$ cat config.mk
export PLATFORM = sky130hd
export DESIGN_NAME = disp_refresh_seq
export DESIGN_NICKNAME = d
export VERILOG_FILES = /design/src/rtl/drs_pkg.sv /design/src/rtl/drs_wrap_counter.sv /design/src/rtl/drs_addr_map.sv /design/src/rtl/drs_video.sv /design/src/rtl/disp_refresh_seq.sv
export SDC_FILE = /design/constraint.sdc
export NUM_CORES = 1
export LEC_CHECK = 0
export BUFFER_PORTS_ARGS = -buffer_cell sky130_fd_sc_hd__buf_2
export CORE_AREA = 2 2 66 68
export CTS_BUF_LIST = sky130_fd_sc_hd__clkbuf_8
export DETAILED_ROUTE_END_ITERATION = 8
export DIE_AREA = 0 0 68 70
export PLACE_DENSITY_LB_ADDON = 0.12
export SLEW_MARGIN = 25
export SYNTH_ARGS = -nofsm -noshare
export SYNTH_HDL_FRONTEND = slang
export SYNTH_SLANG_ARGS = --single-unit
export TNS_END_PERCENT = 50
$ cat constraint.sdc
create_clock -name clk -period 2.2 [get_ports clk]
set_clock_uncertainty 0.2 [all_clocks]
set_input_delay 0.11 -clock clk [delete_from_list [all_inputs] [get_ports clk]]
set_output_delay 0.11 -clock clk [all_outputs]
set_load 0.02 [all_outputs]
$ cat src/rtl/drs_pkg.sv
package drs_pkg;

   // Source of the word currently being displayed
   typedef enum logic {
      SRC_MEM = 1'b0,
      SRC_REG = 1'b1
   } src_e;

   // Index width for a count of n items, never below one bit
   function automatic int unsigned width_for(input int unsigned n);
      return (n <= 1) ? 1 : $clog2(n);
   endfunction

endpackage

$ cat src/rtl/drs_wrap_counter.sv
module drs_wrap_counter #(
   parameter int unsigned MODULUS = 18,
   parameter int unsigned W       = 5
) (
   input  logic         clk,
   input  logic         rst_n,
   input  logic         adv,
   output logic [W-1:0] count,
   output logic         at_last
);
   localparam logic [W-1:0] LAST = W'(MODULUS - 1);
   localparam bit POW2 = (MODULUS == (64'd1 << W));

   if (MODULUS < 2) begin : g_bad_mod
      $error("drs_wrap_counter: MODULUS must be at least 2");
   end
   if (MODULUS > (64'd1 << W)) begin : g_bad_width
      $error("drs_wrap_counter: W too narrow for MODULUS");
   end

   assign at_last = (count == LAST);

   if (POW2) begin : g_pow2
      // natural binary rollover, no compare in the next-state path
      always_ff @(posedge clk or negedge rst_n) begin
         if (!rst_n)   count <= '0;
         else if (adv) count <= count + 1'b1;
      end
   end else begin : g_cmp
      always_ff @(posedge clk or negedge rst_n) begin
         if (!rst_n)   count <= '0;
         else if (adv) count <= at_last ? '0 : count + 1'b1;
      end
   end

endmodule

$ cat src/rtl/drs_addr_map.sv
module drs_addr_map #(
   parameter int unsigned WORD_W    = 6,
   parameter int unsigned WPL_W     = 1,
   parameter int unsigned LINE_W    = 5,
   parameter int unsigned MEM_LINES = 16,
   parameter int unsigned PAGE_W    = 4,
   parameter int unsigned MEMW_W    = 5,
   parameter int unsigned RF_W      = 4
) (
   input  logic [WORD_W-1:0]        word_idx,
   input  logic [PAGE_W-1:0]        page_sel,
   output logic [LINE_W-1:0]        line_no,
   output logic [PAGE_W+MEMW_W-1:0] mem_addr,
   output logic [RF_W-1:0]          rf_addr,
   output drs_pkg::src_e            src
);
   localparam int unsigned RLINE_W = RF_W - WPL_W;

   logic [LINE_W-1:0] rel_line;

   // line number: the word index with the word-within-line bits dropped
   assign line_no  = word_idx[WORD_W-1:WPL_W];
   assign src      = (line_no >= LINE_W'(MEM_LINES)) ? drs_pkg::SRC_REG
                                                     : drs_pkg::SRC_MEM;
   assign mem_addr = {page_sel, word_idx[MEMW_W-1:0]};
   assign rel_line = line_no - LINE_W'(MEM_LINES);

   always_comb begin
      rf_addr = '0;
      if (src == drs_pkg::SRC_REG)
         rf_addr = {rel_line[RLINE_W-1:0], word_idx[WPL_W-1:0]};
   end

endmodule

$ cat src/rtl/drs_video.sv
module drs_video #(
   parameter int unsigned BITS  = 18,
   parameter int unsigned BIT_W = 5
) (
   input  logic             strobe,
   input  drs_pkg::src_e    src,
   input  logic [BITS-1:0]  mem_rdata,
   input  logic [BITS-1:0]  rf_rdata,
   input  logic [BIT_W-1:0] bit_idx,
   output logic             video
);
   logic [BITS-1:0] shown;
   logic            dot;

   assign shown = (src == drs_pkg::SRC_REG) ? rf_rdata : mem_rdata;

   always_comb begin
      dot = 1'b0;
      for (int i = 0; i < BITS; i++)
         if (bit_idx == BIT_W'(i)) dot = shown[i];
   end

   assign video = strobe & dot;

endmodule

$ cat src/rtl/disp_refresh_seq.sv
module disp_refresh_seq #(
   parameter int unsigned BITS_PER_WORD   = 18,
   parameter int unsigned WORDS_PER_FRAME = 44,
   parameter int unsigned WORDS_PER_LINE  = 2,
   parameter int unsigned MEM_LINES       = 16,
   parameter int unsigned PAGE_W          = 4,
   localparam int unsigned LINES   = WORDS_PER_FRAME / WORDS_PER_LINE,
   localparam int unsigned BIT_W   = drs_pkg::width_for(BITS_PER_WORD),
   localparam int unsigned WORD_W  = drs_pkg::width_for(WORDS_PER_FRAME),
   localparam int unsigned WPL_W   = $clog2(WORDS_PER_LINE),
   localparam int unsigned LINE_W  = WORD_W - WPL_W,
   localparam int unsigned MEMW_W  = $clog2(MEM_LINES * WORDS_PER_LINE),
   localparam int unsigned RF_W    = drs_pkg::width_for(LINES - MEM_LINES) + WPL_W
) (
   input  logic                     clk,
   input  logic                     rst_n,
   input  logic                     ref_active,
   input  logic                     ref_last,
   input  logic [PAGE_W-1:0]        page_sel,
   input  logic [BITS_PER_WORD-1:0] mem_rdata,
   input  logic [BITS_PER_WORD-1:0] rf_rdata,
   output logic [BIT_W-1:0]         bit_idx,
   output logic [WORD_W-1:0]        word_idx,
   output logic [LINE_W-1:0]        line_no,
   output logic [PAGE_W+MEMW_W-1:0] mem_addr,
   output logic [RF_W-1:0]          rf_addr,
   output logic                     rf_sel,
   output logic                     hsync,
   output logic                     vsync,
   output logic                     video
);
   // elaboration-time parameter checks
   if (WORDS_PER_LINE < 2 || (WORDS_PER_LINE & (WORDS_PER_LINE - 1)) != 0) begin : g_chk_wpl
      $error("disp_refresh_seq: WORDS_PER_LINE must be a power of two, at least 2");
   end
   if (WORDS_PER_FRAME % WORDS_PER_LINE != 0) begin : g_chk_frame
      $error("disp_refresh_seq: frame must hold whole lines");
   end
   if (MEM_LINES == 0 || MEM_LINES >= LINES) begin : g_chk_split
      $error("disp_refresh_seq: MEM_LINES must leave at least one register line");
   end
   if ((MEM_LINES & (MEM_LINES - 1)) != 0) begin : g_chk_page
      $error("disp_refresh_seq: MEM_LINES must be a power of two for page addressing");
   end
   if (PAGE_W < 1 || BITS_PER_WORD < 2) begin : g_chk_misc
      $error("disp_refresh_seq: PAGE_W and BITS_PER_WORD out of range");
   end

   logic          slot_end;
   logic          bit_last;
   logic          word_last;
   drs_pkg::src_e src;

   assign slot_end = ref_active & ref_last;

   drs_wrap_counter #(
      .MODULUS (BITS_PER_WORD),
      .W       (BIT_W)
   ) u_bit_ctr (
      .clk     (clk),
      .rst_n   (rst_n),
      .adv     (slot_end),
      .count   (bit_idx),
      .at_last (bit_last)
   );

   drs_wrap_counter #(
      .MODULUS (WORDS_PER_FRAME),
      .W       (WORD_W)
   ) u_word_ctr (
      .clk     (clk),
      .rst_n   (rst_n),
      .adv     (slot_end & bit_last),
      .count   (word_idx),
      .at_last (word_last)
   );

   drs_addr_map #(
      .WORD_W    (WORD_W),
      .WPL_W     (WPL_W),
      .LINE_W    (LINE_W),
      .MEM_LINES (MEM_LINES),
      .PAGE_W    (PAGE_W),
      .MEMW_W    (MEMW_W),
      .RF_W      (RF_W)
   ) u_map (
      .word_idx  (word_idx),
      .page_sel  (page_sel),
      .line_no   (line_no),
      .mem_addr  (mem_addr),
      .rf_addr   (rf_addr),
      .src       (src)
   );

   drs_video #(
      .BITS      (BITS_PER_WORD),
      .BIT_W     (BIT_W)
   ) u_video (
      .strobe    (slot_end),
      .src       (src),
      .mem_rdata (mem_rdata),
      .rf_rdata  (rf_rdata),
      .bit_idx   (bit_idx),
      .video     (video)
   );

   assign rf_sel = (src == drs_pkg::SRC_REG);
   assign hsync  = slot_end & bit_last;
   assign vsync  = slot_end & bit_last & word_last;

endmodule

After elaboration in Yosys (flattened, before gate mapping) --
Cells that the tools add are included.
Word-level totals: register bits after elaboration 11, bits in latches 0, bits in writable memories 0, memory bits (read-only) 0, input port bits 44, output and inout port bits 33, word-level logic and storage cells 52, memories 0
Cells by class: $add $sub $neg 3, $mul 0, div/mod/pow operators 0, order comparisons 1, eq/ne operators 18, shift-type cells 0, multiplexer cells 23, bitwise operators 4, reductions and logical operators 1
Operators with widths (number):
- $eq A5 B4 Y1 const B | 8
- $eq A5 B3 Y1 const B | 4
- $mux W1 | 19
- $mux W18 | 1
- $eq A5 B2 Y1 const B | 2
- $eq A5 B5 Y1 const B | 2
- $add A6 B1 Y6 const B | 1
- $eq A6 B6 Y1 const B | 1
- $mux W6 | 1
- $add A5 B1 Y5 const B | 1
- $eq A5 B1 Y1 const B | 1
- $ge A5 B5 Y1 const B | 1
- $logic_not A5 Y1 | 1
- $mux W5 | 1
- $and A1 B1 Y1 | 4
- $mux W4 | 1
- $sub A3 B1 Y3 const B | 1

Longest topological paths before layout --
Gate-level depths: netlist (run 1).
depth in word-level cells 22, gate-level depth with buffers 8

Hierarchy --
Synthesis (run 1) repeated with hierarchy kept, for this count alone.
Second synthesis, totals: cells, all modules 142, area, all modules 1231.2 µm²
By module, submodules not included:
- drs_video | times used 1, cells an instance 68, area each 485.5 µm²
- drs_wrap_counter at u_word_ctr | times used 1, cells an instance 28, area each 316.6 µm²
- drs_wrap_counter at u_bit_ctr | times used 1, cells an instance 24, area each 271.5 µm²
- drs_addr_map | times used 1, cells an instance 19, area each 133.9 µm²
- disp_refresh_seq | times used 1, cells an instance 3, area each 23.8 µm²

Least setup slack after synthesis (run 1) --
OpenSTA, ideal clock, no wires.
kind register -> output, start point register u_bit_ctr.count[0], end point output port video, arrival time 2042 ps, path slack -152 ps, cell stages (with the launch flop) 9, cells stage by stage dfrtp_1 -> ha_1 -> and3_1 -> ha_1 -> nor2b_1 -> a32oi_1 -> o22ai_1 -> o21ai_0 -> a21oi_1
Between the ends: longest elaborated chain between the ends 20, elaborated cells between the ends (all ways) 37, those cells by class eq/ne: 17; mux: 18; bitwise: 1; reduce/logical: 1
Ends and longest elaborated chain:
- start, declared | line drs_wrap_counter.sv:8 | output logic [W-1:0] count,
- start signal, assigned | line drs_wrap_counter.sv:32 | else if (adv) count <= at_last ? '0 : count + 1'b1;
- $logic_not A5 Y1 | line drs_video.sv:20 | if (bit_idx == BIT_W'(i)) dot = shown[i];
- $mux W1 (17 in a row) | line drs_video.sv:20
- $mux W1 * | line drs_video.sv:20
- $and A1 B1 Y1 * | line drs_video.sv:23 | assign video = strobe & dot;
- end, declared | line disp_refresh_seq.sv:30 | output logic video
Mark *: on every way between the ends. The rest lies on a longest branch, timed or not.

Worst setup path in the final report (run 1) --
start point register u_bit_ctr.count[1], end point output port video
The elaborated chain is that of the path after synthesis.

==> results of run 1 <==
power breakdown:
part           switching, W  internal [W]  total [W]
clock network     0.0000825      0.000123   0.000206
logic              0.000383      0.000335   0.000718
registers         0.0000695      0.000251   0.000321
cell type report:
cell class | instances | area [µm²] | share of cell area
clock buffer | 3 | 41.29 | 0.02489
sequential | 11 | 275.3 | 0.1659
multi-input combinational | 100 | 789.5 | 0.4759
tap | 52 | 65.06 | 0.03922
inverter | 7 | 31.28 | 0.01885
clock inverter | 1 | 3.754 | 0.002262
timing repair buffer | 80 | 452.9 | 0.2730
metal layers:
metal	vias up	GRT usage	share of wire
met1	557	0.1838	0.45
met2	48	0.2125	0.46
li1	611	-	-
met4	0	0.04667	0.011
met5	-	0	0
met3	5	0.01932	0.083
cell families after synthesis:
group	count (synthesis)	synth area share
XOR/XNOR	2	0.01465
AO/OA/AOI/OAI	34	0.1946
adder cells (fa/ha/maj)	6	0.06276
flip-flops	11	0.2301
AND/OR/NAND/NOR	40	0.1820
multiplexers	18	0.1684
buffers and inverters	26	0.1475
registers in the layout (all words and copies together) (netlist names):
register	cells
u_word_ctr.count	6
u_bit_ctr.count	5
layout by cell type (no fill, tap or decap), types with 2 or more instances in the layout:
cell / n
dlygate4sd3_1: 3
xnor2_1: 2
a21oi_2: 2
and3_1: 3
buf_4: 9
ha_2: 3
and2_1: 5
buf_2: 67
o21ai_1: 3
ha_1: 2
dfrtp_1: 11
nor2_1: 4
mux2_4: 3
mux2i_1: 10
nand2_1: 10
inv_1: 7
a21o_1: 10
nand3_1: 5
a21oi_1: 4
nor3_1: 4
mux2_2: 5
nand4_1: 2
o21ai_0: 6
o22ai_1: 2
clkbuf_8: 3
critical path, cell delays in order (launching register included):
cell and delay, ns:
dfrtp_1 0.40, ha_2 0.20, and3_4 0.18, ha_4 0.13, nor2b_1 0.04, a32oi_1 0.24
o22ai_2 0.12, a221oi_2 0.20, a21oi_2 0.08, buf_4 0.16
worst max path at each step:
stage                  to  slack [ns]  cells after the start
floorplan           video        0.02                      8
global placement    video        0.12                      9
detailed placement  video        0.03                      9
CTS                 video       -0.13                      9
global route        video       -0.20                      9
finish              video       -0.10                      9
through the flow:
step | setup TNS (ns) | cell area, µm²
6_report | -0.1035 | 1659
5_1_grt | -0.3057 | 1659
4_1_cts | -0.1305 | 1638
3_5_place_dp | 0 | 1515
3_3_place_gp | 0 | 1515
2_1_floorplan | 0 | 1202
timing repair:
action                                 in CTS  in global routing
hold buffers                                3                  0
setup endpoints to repair                   2                  3
setup buffers                               3                  0
resized for setup                           7                  5
pin swaps                                   4                  4
endpoints found under the hold margin      12                  0
==> impl_metrics.json, run 1 <==
{
  "firstDrtPassIters": 4,
  "timing.fmax_mhz": 434.1,
  "root_buffer": "clkbuf_8",
  "path_clk_slew_ns": 0.05,
  "fp.coreArea_mm2": 0.004144,
  "fin_ws_ns": -0.1035,
  "dp.cells": 244,
  "violations": "setup timing",
  "fillers": 425,
  "p_total_w": 0.001245,
  "track_usage": 0.1345,
  "reg2reg_depth": 7,
  "crit_required_ns": 1.89,
  "final_cells": 254,
  "synth_edf_count": 0,
  "clockBufferDepth": 2,
  "syn_to_final_growth_pct": 38.70,
  "drv_cap": 0,
  "holdWs_ns": 0.02004,
  "clk_latency_ns": 0.24,
  "startpoint": "u_bit_ctr.count[1]",
  "die_y_um": 70,
  "timing.final.crit_share": 1.047,
  "yosysSeqAreaShare": 0.2301,
  "synth.distinct_cells": 38,
  "num-nets-final": 253,
  "ys.flop_type": "dfrtp_1",
  "antenna_left": 0,
  "die-width_um": 68,
  "grt_first_pass_wirelength_um": 4981,
  "final_layout_size_suffix_gt1_frac": 0.5099,
  "drt-total-wl_um": 3221,
  "cts_tree": "yes",
  "final-max-slew-violation-count": 0,
  "rows": 24,
  "gp_congestion": 0.7548,
  "yosysTopAreaCellShare": 0.2301,
  "vias_per_cell": 4.807,
  "min_delay_worst_endpoint": "mem_addr[8]",
  "synth_area_leaders": "dfrtp_1 (23%), buf_4 (8.8%), mux2i_1 (8.4%), a21o_1 (6.3%), ha_1 (6.3%)",
  "synth.most_common_cell": "buf_4",
  "syn_area_per_cell_um2": 8.731,
  "rrSetupSlack_ns": 0.28,
  "status": "finished with violations",
  "yosys_warnings": 0,
  "drt-initial-drc-count": 31,
  "synth_largest_area_cell": "dfrtp_1",
  "r2r-end": "u_word_ctr.count[4]",
  "drcViolationCount": 0,
  "vias": 1221,
  "grt_setup_unrepaired": "yes",
  "utilization": 0.4004,
  "maxSlewHeadroom": 0.7878,
  "cp.arrival_ns": 1.99,
  "hold_start": "page_sel[3]",
  "synthesis.area_mm2": 0.001196,
  "htreeDepth": 1,
  "critPathKind": "register to primary output",
  "dpl.hpwl_um": 2501,
  "worst_slew_pin_slew_ns": 0.3176,
  "overflow": 0,
  "r2r_start": "u_bit_ctr.count[1]",
  "hold_viol": 0,
  "power_density_mw_per_mm2": 750.4,
  "grt_pass1_vias": 1108,
  "io_buffer_count": 68,
  "min_period_ns": 2.304,
  "wl_per_cell_um": 12.68,
  "synth-seq-cells": 11,
  "ir_drop_uv": 476.1,
  "cts_sinks": 11,
  "async_flop_share": 1.000,
  "worst-path-max-fanout": 5,
  "netlist_instances": 137,
  "cts_made_buffers": 3,
  "grt_max_degree": 21,
  "io-pin-count": 77,
  "n_antenna_cell": 0,
  "endpoint_kind": "primary output",
  "dieArea_mm2": 0.004760,
  "hold_class": "input pin to primary output",
  "crit_path_start_kind": "register",
  "finalSetupViolCount": 1,
  "power_leakage_nw": 0.8779,
  "antenna_found_initial": 0,
  "synth_commonest_cells": "buf_4 (14), dfrtp_1 (11), a21o_1 (10), mux2i_1 (10), nand2_1 (10)",
  "hold_path_depth": 0,
  "start_util": 0.2886,
  "syn_nets": 187,
  "dpl_worst_slack_ns": 0.03063
}
(Power assumes the default switching activity.)
==> run 2, diff against run 1 <==
- CTS_BUF_LIST: sky130_fd_sc_hd__clkbuf_8 -> sky130_fd_sc_hd__clkbuf_2
==> run 2 against run 1 <==
Against the previous run: routed wire length increased by 5.6%; sequential share of layout area decreased by 0.40 points; register-to-register slack got worse by 0.09 ns; the run still ends with setup timing left; highest routed layer unchanged.
==> impl_metrics.json, run 2 (synthesized netlist as in run 1, its figures left out) <==
{
  "status": "finished with violations",
  "violations": "setup timing",
  "crit_path_end": "video",
  "path_clk_slew_ns": 0.12,
  "clockBufferDepth": 2,
  "startpoint": "u_bit_ctr.count[1]",
  "maxSlewHeadroom": 0.7874,
  "crit_path_start_kind": "register",
  "die-width_um": 68,
  "cts_sinks": 11,
  "largest-register": "u_word_ctr.count",
  "critPathKind": "register to primary output",
  "overflow": 0,
  "tns_ns": -0.2673,
  "vias_per_cell": 4.836,
  "io-pin-count": 77,
  "rrSetupSlack_ns": 0.19,
  "fin_ws_ns": -0.1572,
  "dieArea_mm2": 0.004760,
  "power_leakage_nw": 0.8834,
  "start_util": 0.2886,
  "n_antenna_cell": 0,
  "drcViolationCount": 0,
  "gp_congestion": 0.7548,
  "clk_latency_ns": 0.27,
  "final_layout_size_suffix_gt1_frac": 0.5392,
  "grt_pass1_vias": 1126,
  "final_area_mm2": 0.001723,
  "r2r-end": "u_word_ctr.count[4]",
  "hold_class": "input pin to async pin",
  "final_common_cell": "buf_2",
  "drt-total-wl_um": 3402,
  "drt-initial-drc-count": 17,
  "finalSetupViolCount": 3,
  "grt_max_degree": 21,
  "dpl.hpwl_um": 2501,
  "io_buffer_count": 68,
  "ir_drop_uv": 486.1,
  "hold_viol": 0,
  "final-max-slew-violation-count": 0,
  "reg2reg_depth": 7,
  "cts_made_buffers": 3,
  "vias": 1238,
  "worst_slew_pin_slew_ns": 0.3183,
  "largest_register_ffs": 6,
  "grt_first_pass_wirelength_um": 5092,
  "endpoint_kind": "primary output",
  "htreeDepth": 1,
  "antenna_found_initial": 0,
  "num-nets-final": 255,
  "root_buffer": "clkbuf_2",
  "cp.arrival_ns": 2.05,
  "min_period_ns": 2.357,
  "r2r_start": "u_bit_ctr.count[1]",
  "fp.coreArea_mm2": 0.004144,
  "syn_to_final_growth_pct": 44.04,
  "grt_setup_unrepaired": "yes",
  "power_density_mw_per_mm2": 714.1,
  "drv_cap": 0,
  "die_y_um": 70,
  "rows": 24,
  "utilization": 0.4158,
  "wl_per_cell_um": 13.29,
  "holdWs_ns": 0.01136,
  "timing.fmax_mhz": 424.2,
  "track_usage": 0.1387,
  "firstDrtPassIters": 4,
  "most-common-layout-cells": "buf_2 (67), a21o_1 (10), mux2i_1 (10), nand2_1 (10), buf_4 (9)",
  "timing.final.crit_share": 1.071,
  "worst-path-max-fanout": 5,
  "antenna_left": 0,
  "place_area_mm2": 0.001515,
  "reg_top3": "u_word_ctr.count: 6 flops, u_bit_ctr.count: 5 flops",
  "crit_required_ns": 1.89,
  "cts_tree": "yes"
}
## run 2: cell types whose count changed in the layout (fill, tap and decap cells not counted), sizes merged
cell | previous run | this run
dlygate4sd3 | 3 | 4
inv | 7 | 6
clkbuf | 3 | 5
## run 2: how the worst min path moves through the flow
stage	from	end	slack [ns]
floorplan	rst_n	u_bit_ctr.count[0]	-0.39
global placement	rst_n	u_word_ctr.count[2]	-0.21
detailed placement	rst_n	u_word_ctr.count[2]	-0.21
CTS	rst_n	u_bit_ctr.count[2]	0.02
global route	page_sel[1]	mem_addr[6]	0.02
finish	rst_n	u_word_ctr.count[2]	0.01
## run 2: repair_timing
item / in CTS / in global routing
pin swaps: 4 / 5
gates cloned: 0 / 1
setup endpoints to repair: 3 / 3
buffers inserted: 3 / 0
resized for setup: 12 / 10
hold buffers: 4 / 0
hold endpoints to repair: 13 / 0
## run 2: power by group
part	leakage (nW)	total [W]	switching, W	internal [W]
clock network	0.0166	0.000126	0.0000780	0.0000482
registers	0.141	0.000335	0.0000817	0.000253
logic	0.726	0.000769	0.000404	0.000366
## run 2: critical path, stage by stage, from the launching register on
cell and delay [ns]:
dfrtp_2 0.48, ha_4 0.18, and3_4 0.15, ha_4 0.16
nor2b_1 0.13, a32oi_1 0.13, o22ai_2 0.21, a221oi_2 0.06
a21oi_2 0.13, buf_4 0.15
## run 2: routing by layer
layer,GRT usage,up-vias,routed length [µm]
met4,0.05333,0,31
met2,0.2190,45,1621
met1,0.1848,573,1504
li1,-,616,-
met3,0.02415,4,246
met5,0,-,0
## run 2: stage by stage
step           total power, W  setup slack [ns]  instances
3_5_place_dp        0.0009772           0.03063        244
5_1_grt              0.001343           -0.2624        256
6_report             0.001230           -0.1572        256
4_1_cts              0.001178           -0.1821        255
2_1_floorplan       0.0007802           0.01698        137
3_3_place_gp        0.0009753            0.1208        244
## run 2: layout make-up
type                       count  area [µm²]
clock buffer                   4       20.02
fill                         423        2421
inverter                       7       31.28
multi-input combinational    100       839.6
sequential                    11       279.0
tap                           52       65.06
timing repair buffer          82       488.0
